==> src/rtl/acc_cpu_pkg.sv <==
package acc_cpu_pkg;
  localparam int unsigned DATA_W = 16;
  localparam int unsigned OPC_W  = 4;
  localparam int unsigned ADDR_W = DATA_W - OPC_W;

  typedef enum logic [OPC_W-1:0] {
    OP_JNS    = 4'h0, OP_LOAD   = 4'h1, OP_STORE  = 4'h2, OP_ADD    = 4'h3,
    OP_SUBT   = 4'h4, OP_INPUT  = 4'h5, OP_OUTPUT = 4'h6, OP_HALT   = 4'h7,
    OP_SKIP   = 4'h8, OP_JUMP   = 4'h9, OP_IMM    = 4'hA, OP_ADDI   = 4'hB,
    OP_JUMPI  = 4'hC, OP_LOADI  = 4'hD, OP_STOREI = 4'hE, OP_RSVD   = 4'hF
  } opcode_e;

  typedef enum logic [4:0] {
    UOP_NOP, UOP_MAR_PC, UOP_MBR_MEM, UOP_IR_MBR, UOP_PC_INC, UOP_MAR_IR,
    UOP_MAR_MBR, UOP_MBR_AC, UOP_MBR_PC, UOP_MBR_IR, UOP_AC_MBR, UOP_AC_ADD,
    UOP_AC_SUB, UOP_AC_INC, UOP_AC_IMM, UOP_AC_IN, UOP_IN_LATCH, UOP_OUT_AC,
    UOP_MEM_WR, UOP_PC_IR, UOP_PC_MBR, UOP_PC_AC
  } uop_e;

  typedef enum logic [1:0] {ALU_PASS, ALU_ADD, ALU_SUB, ALU_INC} alu_op_e;

  typedef struct packed {
    logic zero;
    logic neg;
  } flags_t;

  typedef enum logic [4:0] {
    S_FMAR, S_FMBR, S_FIR, S_FPC, S_DEC,
    S_OPA, S_OPM, S_IMAR, S_IMBR,
    S_LD_AC, S_ADD, S_SUB, S_ST_MBR, S_ST_WR,
    S_IN_LATCH, S_IN_AC, S_OUT, S_HALT, S_SKIP, S_JUMP, S_IMM, S_JI_PC,
    S_JNS_MBR, S_JNS_MAR, S_JNS_WR, S_JNS_MBR2, S_JNS_AC, S_JNS_PC
  } state_e;

  localparam logic [1:0] SKIP_NEG  = 2'b00;
  localparam logic [1:0] SKIP_ZERO = 2'b01;
  localparam logic [1:0] SKIP_POS  = 2'b10;
endpackage

==> src/rtl/acc_cpu_alu.sv <==
module acc_cpu_alu
  import acc_cpu_pkg::*;
#(
  parameter int unsigned W = DATA_W
) (
  input  alu_op_e      op_i,
  input  logic [W-1:0] a_i,
  input  logic [W-1:0] b_i,
  output logic [W-1:0] y_o
);
  always_comb begin
    unique case (op_i)
      ALU_ADD: y_o = a_i + b_i;
      ALU_SUB: y_o = a_i - b_i;
      ALU_INC: y_o = b_i + W'(1);
      default: y_o = b_i;
    endcase
  end
endmodule

==> src/rtl/acc_cpu_dpath.sv <==
module acc_cpu_dpath
  import acc_cpu_pkg::*;
#(
  parameter logic [ADDR_W-1:0] RESET_PC = '0
) (
  input  logic              clk_i,
  input  logic              rst_ni,
  input  uop_e              uop_i,
  input  logic [DATA_W-1:0] mem_rdata_i,
  input  logic [DATA_W-1:0] in_data_i,
  output logic [ADDR_W-1:0] mem_addr_o,
  output logic [DATA_W-1:0] mem_wdata_o,
  output logic [DATA_W-1:0] out_data_o,
  output opcode_e           opcode_o,
  output logic [1:0]        cond_o,
  output logic [ADDR_W-1:0] pc_o,
  output flags_t            flags_o
);
  logic [DATA_W-1:0] ac_q, mbr_q, ir_q, in_q, out_q;
  logic [ADDR_W-1:0] mar_q, pc_q;
  logic [DATA_W-1:0] alu_y;
  alu_op_e           alu_op;

  always_comb begin
    unique case (uop_i)
      UOP_AC_ADD: alu_op = ALU_ADD;
      UOP_AC_SUB: alu_op = ALU_SUB;
      UOP_AC_INC: alu_op = ALU_INC;
      default:    alu_op = ALU_PASS;
    endcase
  end

  acc_cpu_alu #(.W(DATA_W)) u_alu (
    .op_i(alu_op), .a_i(ac_q), .b_i(mbr_q), .y_o(alu_y)
  );

  always_ff @(posedge clk_i or negedge rst_ni) begin
    if (!rst_ni) begin
      ac_q  <= '0;
      mbr_q <= '0;
      ir_q  <= '0;
      in_q  <= '0;
      out_q <= '0;
      mar_q <= RESET_PC;
      pc_q  <= RESET_PC;
    end else begin
      unique case (uop_i)
        UOP_MAR_PC:   mar_q <= pc_q;
        UOP_MBR_MEM:  mbr_q <= mem_rdata_i;
        UOP_IR_MBR:   ir_q  <= mbr_q;
        UOP_PC_INC:   pc_q  <= pc_q + ADDR_W'(1);
        UOP_MAR_IR:   mar_q <= ir_q[ADDR_W-1:0];
        UOP_MAR_MBR:  mar_q <= mbr_q[ADDR_W-1:0];
        UOP_MBR_AC:   mbr_q <= ac_q;
        UOP_MBR_PC:   mbr_q <= DATA_W'(pc_q);
        UOP_MBR_IR:   mbr_q <= DATA_W'(ir_q[ADDR_W-1:0]);
        UOP_AC_MBR,
        UOP_AC_ADD,
        UOP_AC_SUB,
        UOP_AC_INC:   ac_q  <= alu_y;
        UOP_AC_IMM:   ac_q  <= DATA_W'(ir_q[ADDR_W-1:0]);
        UOP_AC_IN:    ac_q  <= in_q;
        UOP_IN_LATCH: in_q  <= in_data_i;
        UOP_OUT_AC:   out_q <= ac_q;
        UOP_PC_IR:    pc_q  <= ir_q[ADDR_W-1:0];
        UOP_PC_MBR:   pc_q  <= mbr_q[ADDR_W-1:0];
        UOP_PC_AC:    pc_q  <= ac_q[ADDR_W-1:0];
        default: ;
      endcase
    end
  end

  assign mem_addr_o   = mar_q;
  assign mem_wdata_o  = mbr_q;
  assign out_data_o   = out_q;
  assign opcode_o     = opcode_e'(ir_q[DATA_W-1:ADDR_W]);
  assign cond_o       = ir_q[ADDR_W-1:ADDR_W-2];
  assign pc_o         = pc_q;
  assign flags_o.zero = (ac_q == '0);
  assign flags_o.neg  = ac_q[DATA_W-1];
endmodule

==> src/rtl/acc_cpu_ctrl.sv <==
module acc_cpu_ctrl
  import acc_cpu_pkg::*;
(
  input  logic       clk_i,
  input  logic       rst_ni,
  input  opcode_e    opcode_i,
  input  logic [1:0] cond_i,
  input  flags_t     flags_i,
  output uop_e       uop_o,
  output state_e     state_o,
  output logic       mem_we_o,
  output logic       halted_o
);
  state_e state_q, state_d;
  logic   skip_take;

  always_comb begin
    unique case (cond_i)
      SKIP_NEG:  skip_take = flags_i.neg;
      SKIP_ZERO: skip_take = flags_i.zero;
      SKIP_POS:  skip_take = !flags_i.neg && !flags_i.zero;
      default:   skip_take = 1'b0;
    endcase
  end

  always_comb begin
    state_d = S_FMAR;
    unique case (state_q)
      S_FMAR: state_d = S_FMBR;
      S_FMBR: state_d = S_FIR;
      S_FIR:  state_d = S_FPC;
      S_FPC:  state_d = S_DEC;
      S_DEC: begin
        unique case (opcode_i)
          OP_JNS:    state_d = S_JNS_MBR;
          OP_LOAD, OP_STORE, OP_ADD, OP_SUBT,
          OP_ADDI, OP_JUMPI, OP_LOADI, OP_STOREI:
                     state_d = S_OPA;
          OP_INPUT:  state_d = S_IN_LATCH;
          OP_OUTPUT: state_d = S_OUT;
          OP_HALT:   state_d = S_HALT;
          OP_SKIP:   state_d = S_SKIP;
          OP_JUMP:   state_d = S_JUMP;
          OP_IMM:    state_d = S_IMM;
          default:   state_d = S_FMAR;
        endcase
      end
      S_OPA: state_d = (opcode_i == OP_STORE) ? S_ST_MBR : S_OPM;
      S_OPM: begin
        unique case (opcode_i)
          OP_LOAD:  state_d = S_LD_AC;
          OP_ADD:   state_d = S_ADD;
          OP_SUBT:  state_d = S_SUB;
          OP_JUMPI: state_d = S_JI_PC;
          default:  state_d = S_IMAR;
        endcase
      end
      S_IMAR:     state_d = (opcode_i == OP_STOREI) ? S_ST_MBR : S_IMBR;
      S_IMBR:     state_d = (opcode_i == OP_LOADI) ? S_LD_AC : S_ADD;
      S_ST_MBR:   state_d = S_ST_WR;
      S_IN_LATCH: state_d = S_IN_AC;
      S_HALT:     state_d = S_HALT;
      S_JNS_MBR:  state_d = S_JNS_MAR;
      S_JNS_MAR:  state_d = S_JNS_WR;
      S_JNS_WR:   state_d = S_JNS_MBR2;
      S_JNS_MBR2: state_d = S_JNS_AC;
      S_JNS_AC:   state_d = S_JNS_PC;
      default:    state_d = S_FMAR;
    endcase
  end

  always_comb begin
    unique case (state_q)
      S_FMAR:     uop_o = UOP_MAR_PC;
      S_FMBR:     uop_o = UOP_MBR_MEM;
      S_FIR:      uop_o = UOP_IR_MBR;
      S_FPC:      uop_o = UOP_PC_INC;
      S_OPA:      uop_o = UOP_MAR_IR;
      S_OPM:      uop_o = UOP_MBR_MEM;
      S_IMAR:     uop_o = UOP_MAR_MBR;
      S_IMBR:     uop_o = UOP_MBR_MEM;
      S_LD_AC:    uop_o = UOP_AC_MBR;
      S_ADD:      uop_o = UOP_AC_ADD;
      S_SUB:      uop_o = UOP_AC_SUB;
      S_ST_MBR:   uop_o = UOP_MBR_AC;
      S_ST_WR:    uop_o = UOP_MEM_WR;
      S_IN_LATCH: uop_o = UOP_IN_LATCH;
      S_IN_AC:    uop_o = UOP_AC_IN;
      S_OUT:      uop_o = UOP_OUT_AC;
      S_SKIP:     uop_o = skip_take ? UOP_PC_INC : UOP_NOP;
      S_JUMP:     uop_o = UOP_PC_IR;
      S_IMM:      uop_o = UOP_AC_IMM;
      S_JI_PC:    uop_o = UOP_PC_MBR;
      S_JNS_MBR:  uop_o = UOP_MBR_PC;
      S_JNS_MAR:  uop_o = UOP_MAR_IR;
      S_JNS_WR:   uop_o = UOP_MEM_WR;
      S_JNS_MBR2: uop_o = UOP_MBR_IR;
      S_JNS_AC:   uop_o = UOP_AC_INC;
      S_JNS_PC:   uop_o = UOP_PC_AC;
      default:    uop_o = UOP_NOP;
    endcase
  end

  always_ff @(posedge clk_i or negedge rst_ni) begin
    if (!rst_ni) state_q <= S_FMAR;
    else         state_q <= state_d;
  end

  assign state_o  = state_q;
  assign mem_we_o = (uop_o == UOP_MEM_WR);
  assign halted_o = (state_q == S_HALT);
endmodule

==> src/rtl/acc_cpu_core.sv <==
module acc_cpu_core
  import acc_cpu_pkg::*;
#(
  parameter logic [ADDR_W-1:0] RESET_PC = '0
) (
  input  logic              clk_i,
  input  logic              rst_ni,
  input  logic [DATA_W-1:0] mem_rdata_i,
  input  logic [DATA_W-1:0] in_data_i,
  output logic [ADDR_W-1:0] mem_addr_o,
  output logic [DATA_W-1:0] mem_wdata_o,
  output logic              mem_we_o,
  output logic [DATA_W-1:0] out_data_o,
  output logic              halted_o
);
  uop_e              uop_w;
  state_e            state_w;
  opcode_e           opcode_w;
  logic [1:0]        cond_w;
  flags_t            flags_w;
  logic [ADDR_W-1:0] pc_w;

  acc_cpu_ctrl u_ctrl (
    .clk_i    (clk_i),
    .rst_ni   (rst_ni),
    .opcode_i (opcode_w),
    .cond_i   (cond_w),
    .flags_i  (flags_w),
    .uop_o    (uop_w),
    .state_o  (state_w),
    .mem_we_o (mem_we_o),
    .halted_o (halted_o)
  );

  acc_cpu_dpath #(.RESET_PC(RESET_PC)) u_dpath (
    .clk_i       (clk_i),
    .rst_ni      (rst_ni),
    .uop_i       (uop_w),
    .mem_rdata_i (mem_rdata_i),
    .in_data_i   (in_data_i),
    .mem_addr_o  (mem_addr_o),
    .mem_wdata_o (mem_wdata_o),
    .out_data_o  (out_data_o),
    .opcode_o    (opcode_w),
    .cond_o      (cond_w),
    .pc_o        (pc_w),
    .flags_o     (flags_w)
  );
endmodule

==> config.mk <==
export PLATFORM = sky130hd
export DESIGN_NAME = acc_cpu_core
export DESIGN_NICKNAME = d
export VERILOG_FILES = /design/src/rtl/acc_cpu_pkg.sv /design/src/rtl/acc_cpu_alu.sv /design/src/rtl/acc_cpu_dpath.sv /design/src/rtl/acc_cpu_ctrl.sv /design/src/rtl/acc_cpu_core.sv
export SDC_FILE = /design/constraint.sdc
export NUM_CORES = 1
export LEC_CHECK = 0
export ABC_AREA = 1
export CORE_MARGIN = 3
export CORE_UTILIZATION = 45
export DETAILED_ROUTE_END_ITERATION = 10
export GPL_TIMING_DRIVEN = 1
export MAX_ROUTING_LAYER = met4
export PLACE_DENSITY = 0.76
export SLEW_MARGIN = 5
export SYNTH_ARGS = -nofsm -noshare
export SYNTH_HDL_FRONTEND = slang
export SYNTH_SLANG_ARGS = --single-unit
==> constraint.sdc <==
create_clock -name clk_i -period 2.5 [get_ports clk_i]
set_input_delay 0.375 -clock clk_i [delete_from_list [all_inputs] [get_ports clk_i]]
set_output_delay 0.375 -clock clk_i [all_outputs]
set_load 0.005 [all_outputs]
Word-level counts from Yosys, hierarchy flattened
Memories as Yosys holds them, arrays and structs flattened.
Cells that the tools add are included.
{"block": "word_totals", "romBits": 80, "ff_bits": 109, "mem_count": 1, "out_inout_bits": 46}
{"block": "op_classes", "add_sub_neg": 4, "n_mux": 14, "n_reduce_logical": 14, "eq_ne": 60}
{"memory": "(name not given)", "words": 16, "word_bits": 5, "read_ports": 1, "rd_clocked_by_memory_dff": 0, "write_ports": 0, "line": "acc_cpu_ctrl.sv:34", "text": "unique case (opcode_i)"}
{"op": "$pmux W5 S22", "n": 1}
{"op": "$pmux W16 S3", "n": 2}
{"op": "$eq A5 B5 Y1 const B", "n": 18}
{"op": "$pmux W5 S17", "n": 1}
{"op": "$eq A5 B4 Y1 const B", "n": 16}
{"op": "$pmux W16 S4", "n": 1}
{"op": "$pmux W12 S4", "n": 1}
{"op": "$eq A5 B3 Y1 const B", "n": 8}
{"op": "$pmux W12 S3", "n": 1}
{"op": "$eq A5 B2 Y1 const B", "n": 4}
{"op": "$pmux W5 S4", "n": 1}
{"op": "$add A16 B1 Y16 const B", "n": 1}
{"op": "$add A16 B16 Y16", "n": 1}
{"op": "$logic_not A16 Y1", "n": 1}
{"op": "$sub A16 B16 Y16", "n": 1}
{"op": "$add A12 B1 Y12 const B", "n": 1}
{"op": "$eq A4 B4 Y1 const B", "n": 3}
{"op": "$eq A5 B1 Y1 const B", "n": 2}
{"op": "$eq A4 B2 Y1 const B", "n": 2}
{"op": "$reduce_bool A4 Y1", "n": 2}
{"op": "$eq A2 B2 Y1 const B", "n": 3}
{"op": "$mux W3", "n": 2}
{"op": "$pmux W2 S3", "n": 1}
{"op": "$reduce_bool A3 Y1", "n": 2}
{"op": "13 further kinds", "n": 16}

Logic depth before layout (Yosys ltp)
{"block": "logic_depth", "depth_word": 11, "depth_mapped": 20, "ltp_nobuf": 18}

Hierarchy
A second synthesis with hierarchy kept.
{"block": "hier_totals", "cells_unflattened": 1446, "area_unflattened_um2": 8844.7}
{"module": "acc_cpu_dpath", "cells_each": 788, "seq_area_each_um2": 2602.5, "instances": 1, "area_each_um2": 5607.9}
{"module": "acc_cpu_alu", "cells_each": 473, "seq_area_each_um2": 0.0, "instances": 1, "area_each_um2": 2290.9}
{"module": "acc_cpu_ctrl", "cells_each": 185, "seq_area_each_um2": 125.1, "instances": 1, "area_each_um2": 945.9}

Worst setup path before layout
No wires, ideal clock.
{"block": "synth_path", "path_type": "reg2reg", "start": "register u_ctrl.state_q[0], in the netlist u_ctrl.state_o[0]", "end": "register u_dpath.ac_q[8]", "period_less_slack_ns": 2.608, "required_time_ns": 2.423, "path_slack_ns": -0.108, "path_buffers": 2, "stages_incl_launch_ff": 21, "arrival_ns": 2.531, "path_cell_list": "dfrtp_1 inv_2 nand2_1 nor2_1 nand2_1 buf_4 clkbuf_1 nand2_1 ha_1 inv_1 fa_1 inv_1 nand3_1 nand3_1 nand2_1 nand2_1 or2_2 nand3_1 nand3_1 nand2_1 a21oi_1"}
{"block": "synth_between", "elab_chain_cells": 8, "elab_cells_between_ends": 44, "classes_between": "eq/ne: 34; mux: 4; reduce/logical: 6"}
{"item": "start, declared", "line": "acc_cpu_ctrl.sv:14", "text": "state_e state_q, state_d;"}
{"item": "start signal, assigned", "line": "acc_cpu_ctrl.sv:106", "text": "else state_q <= state_d;"}
{"item": "$eq A5 B1 Y1, or another cell as far along", "line": "acc_cpu_ctrl.sv:73", "text": "unique case (state_q)"}
{"item": "$reduce_or A3 Y1 (no source line) / $reduce_or A2 Y1 (equally long branches)"}
{"item": "$pmux W5 S22 (*)", "line": "acc_cpu_ctrl.sv:73"}
{"item": "$eq A5 B4 Y1", "line": "acc_cpu_dpath.sv:25, acc_cpu_dpath.sv:47"}
{"item": "$pmux W2 S3", "line": "acc_cpu_dpath.sv:25", "text": "unique case (uop_i)"}
{"item": "$eq A2 B2 Y1 / $eq A2 B1 Y1 (equally long branches)", "line": "acc_cpu_alu.sv:12", "text": "unique case (op_i)"}
{"item": "$pmux W16 S3", "line": "acc_cpu_alu.sv:12"}
{"item": "$pmux W16 S3", "line": "acc_cpu_dpath.sv:47", "text": "unique case (uop_i)"}
{"item": "end signal, assigned", "line": "acc_cpu_dpath.sv:60", "text": "UOP_AC_INC: ac_q <= alu_y;"}
{"item": "end signal, assigned", "line": "acc_cpu_dpath.sv:61", "text": "UOP_AC_IMM: ac_q <= DATA_W'(ir_q[ADDR_W-1:0]);"}
{"item": "end signal, assigned", "line": "acc_cpu_dpath.sv:62", "text": "UOP_AC_IN: ac_q <= in_q;"}
{"item": "end, declared", "line": "acc_cpu_dpath.sv:19", "text": "logic [DATA_W-1:0] ac_q, mbr_q, ir_q, in_q, out_q;"}
Mark *: on every way between the ends. The rest lies on a longest branch, timed or not.
A chain may end at the register's enable or synchronous reset.

Final worst setup path
{"block": "layout_path", "start": "register u_ctrl.state_q[0], in the netlist u_ctrl.state_o[0]", "end": "register u_dpath.ac_q[7]"}
Same word-level chain as after synthesis.

==> results_dict.tcl <==
set metrics [dict create \
    outcome "complete, but fails checks" \
    violations "negative setup slack" \
    crit_cells 18 \
    min_period_ns 2.58 \
    crit_type "reg -> reg" \
    worst_slew_margin_rel_pct 55.1 \
    dp_hpwl_mm 23.6 \
    grt_pass1_wl_mm 47.1 \
    cp_slowest_cell "dfrtp_1" \
    grt_pass1_vias 8470 \
    fmax_mhz 387 \
    hold_violations 0 \
    synth_xor_xnor_area_share_pct 1.06 \
    finalSetupViolCount 7 \
    die_area_sq_um 19900 \
    hold_ws_ns 0.0130 \
    synth.cell_area_sq_um 8230 \
    combPwrFrac_pct 67.5 \
    synthMuxAreaShare_pct 1.51 \
    critPathRequiredTime_ns 2.74 \
    rsz0062_at_grt "true" \
    route.detailed.drc 0 \
    n_antenna_cell 0 \
    place_area_sq_um 9740 \
    crit_start "u_ctrl.state_o[0]" \
    synth_flop_cell "dfrtp_1" \
    ys_warn_count 0 \
    synthSimpleGateAreaFrac_pct 31.6 \
    synth_top_family_by_area "simple AND/OR/NAND/NOR gates" \
    cts_sinks 109 \
    worst_slack_ns -0.0815 \
    crit_path_start_kind "flop" \
    insertion_delay_ns 0.38 \
    power_mw 15.5 \
    maxCapViolCount 0 \
    htree_levels 3 \
    synth_top_area_cell "dfrtp_1" \
    ir_drop_uv 892 \
    final_cell_area_sq_um 10500 \
    nets 1447 \
    synth_most_common_cell "nand2_1" \
    cts_buffers 9 \
    crit_path_end_kind "flop" \
    seq_power_share_pct 22.7 \
    crit_arrival_ns 2.83 \
    synth-seq-area-share_pct 33.1 \
    synthAdderAreaFrac_pct 6.11 \
    synth_edf_count 0 \
    ys_top_cells_by_count "nand2_1, inv_1, nand3_1, dfrtp_1, nor2_1" \
    drive_gt1_share_pct 15.2 \
    power_switching_mw 7.95 \
    worst_slew_pin_slew_ns 0.673 \
    grt_max_degree 51 \
    synth.area.top_cells "dfrtp_1, nand2_1, inv_1, nand3_1, ha_1" \
    cp_top_family "simple AND/OR/NAND/NOR gates" \
    viasPerCell 5.67 \
    synth_compound_area_share_pct 15.5 \
    drt-pass1-iter-count 6 \
    p_leak_nw 5.48 \
    crit_chain "inv_2 > nand2_4 > nor2_4 > nand2_4 > buf_12 > clkbuf_16 > nand2_1 > inv_1 > ha_4 > nand2_1 > nand2_2 > a21oi_1 > nand2_2 > or2_2 > nand3_1 > nand3_1 > nand2_1 > a22oi_1" \
    vias 9098 \
    r2r_slack_ns -0.08 \
    maxSlewViolCount 0 \
    cell_internal_pwr_mw 7.54 \
    switching_share_pct 51.3 \
    cts_tree "built" \
    r2r_start "u_ctrl.state_o[0]" \
    boundaryPins 80 \
    cp_common_cell "nand2_1" \
    stdcell_count 1604 \
    gp_congestion 1.03 \
    hold_path_class "in -> async" \
    crit_end "u_dpath.ac_q[7]" \
    drt-total-wl_mm 30.7 \
    synthCells 1243 \
    io_buffer_count 79 \
    ys_types 43 \
    grtUsageTotal_pct 31.2 \
    skew_ns 0.0142 \
    cpPeakStageDelay_ns 0.39 \
    synth_nets 1316 \
    area_growth_pct 27.8 \
    antenna_found_initial 0 \
    core-area_sq_um 17600 \
    drt_iter0_markers 872 \
    grt.overflow.total 0 \
    async_flop_share_pct 100 \
    path_buf_inv 4 \
    die_x_um 141 \
    timing.rr.end "u_dpath.ac_q[7]" \
    die_y_um 141 \
    cp_max_fo 7 \
    root_buffer "clkbuf_16" \
    syn_avg_cell_area_sq_um 6.62 \
    cts_hold_buf 0 \
    tns_ns -0.296 \
    dp_cells 1581 \
    postRouteAntennaNets 0 \
    period_share_pct 103 \
    start_util_pct 46.8 \
    clkSlewWorstSetupHoldPaths_ns 0.09 \
    clock_path_buffers 2 \
    p_clk_share_pct 9.8 \
    p_per_area_nw_per_um2 1470 \
    ys_ff_latch 109 \
    wl_per_cell_um 19.1 \
    rows 48 \
    ff2ff_path_depth 18 \
    synth_top_area_share_pct 33.1 \
]
==> worst min path at each step <==
| stage | from | to | slack [ns] | cells after the start |
|---|---|---|---|---|
| floorplan | rst_ni | u_ctrl.state_o[0] | 0.08 | 0 |
| global placement | rst_ni | u_dpath.out_data_o[12] | 0.44 | 1 |
| detailed placement | rst_ni | u_dpath.out_data_o[12] | 0.45 | 1 |
| CTS | rst_ni | u_dpath.out_data_o[12] | 0.04 | 1 |
| global route | rst_ni | u_dpath.out_data_o[12] | 0.07 | 1 |
| finish | rst_ni | u_dpath.out_data_o[12] | 0.01 | 1 |
==> registers in the layout, indices dropped and copies added (netlist names) <==
| signal | flops |
|---|---|
| u_dpath.ac_q | 16 |
| u_dpath.in_q | 16 |
| u_dpath.ir_q | 16 |
| u_dpath.mem_wdata_o | 16 |
| u_dpath.out_data_o | 16 |
| u_dpath.mem_addr_o | 12 |
| u_dpath.pc_o | 12 |
| u_ctrl.state_o | 5 |
==> power groups by stage <==
stage	Combinational (mW)	Clock, mW	Sequential, mW
finish	10.5	1.52	3.51
global route	11.7	1.61	3.58
CTS	9.46	1.54	3.44
detailed placement	9.36	0	3.46
global placement	9.22	0	3.45
floorplan	6.00	0	3.17
==> per-stage QoR <==
stage	worst slack [ns]	util, %
after floorplan	0.0175	-
after global placement	-0.0103	55.4
after detailed placement	-0.0426	55.4
after CTS	-0.00479	57.3
after global routing	-0.199	59.7
final	-0.0815	59.7
==> layer usage <==
| metal | up-vias | track usage [%] | part of all wire [%] |
|---|---|---|---|
| met5 | - | - | 0 |
| met4 | 0 | 9.89 | 2.6 |
| met3 | 58 | 4.75 | 7.4 |
| met2 | 386 | 48.6 | 47 |
| met1 | 4321 | 42.1 | 43 |
| li1 | 4333 | - | - |
==> placed cells by master (no fill, tap or decap), types with 15 or more instances in the layout <==
master,Yosys,layout
nand2_2,2,15
o21ai_0,83,81
nor2_1,89,81
nand3_1,113,102
dfrtp_1,109,109
nand2_1,357,338
o22ai_1,31,31
a21oi_1,66,57
buf_4,3,80
clkdlybuf4s50_1,0,78
nand4_1,16,16
a31oi_1,16,16
ha_1,37,27
inv_1,174,172
==> layout make-up <==
class	instances	area (sq um)
fillers	1663	7080
multi-input cells	902	4960
flip-flops and latches	109	2730
repair buffers	165	1530
inverters	187	707
well taps	225	282
clock buffers	9	225
clock inverters	7	86.3
==> timing repair <==
item,4_1_cts,5_1_grt
buffers inserted,0,6
pin swaps,0,14
gates cloned,0,1
gates resized for setup,8,73
endpoints found under the setup margin,10,26
==> cells by family (layout without fill, tap and decap cells) <==
kind of cell | after synthesis | count (layout)
buffers and inverters | 232 | 368
and+or+nand+nor | 616 | 616
adders and majority gates | 39 | 39
muxes | 11 | 11
DFF | 109 | 109
xor gates and xnor gates | 10 | 10
AOI/OAI and AO/OA | 226 | 226
Power figures use the tool's default switching activity.
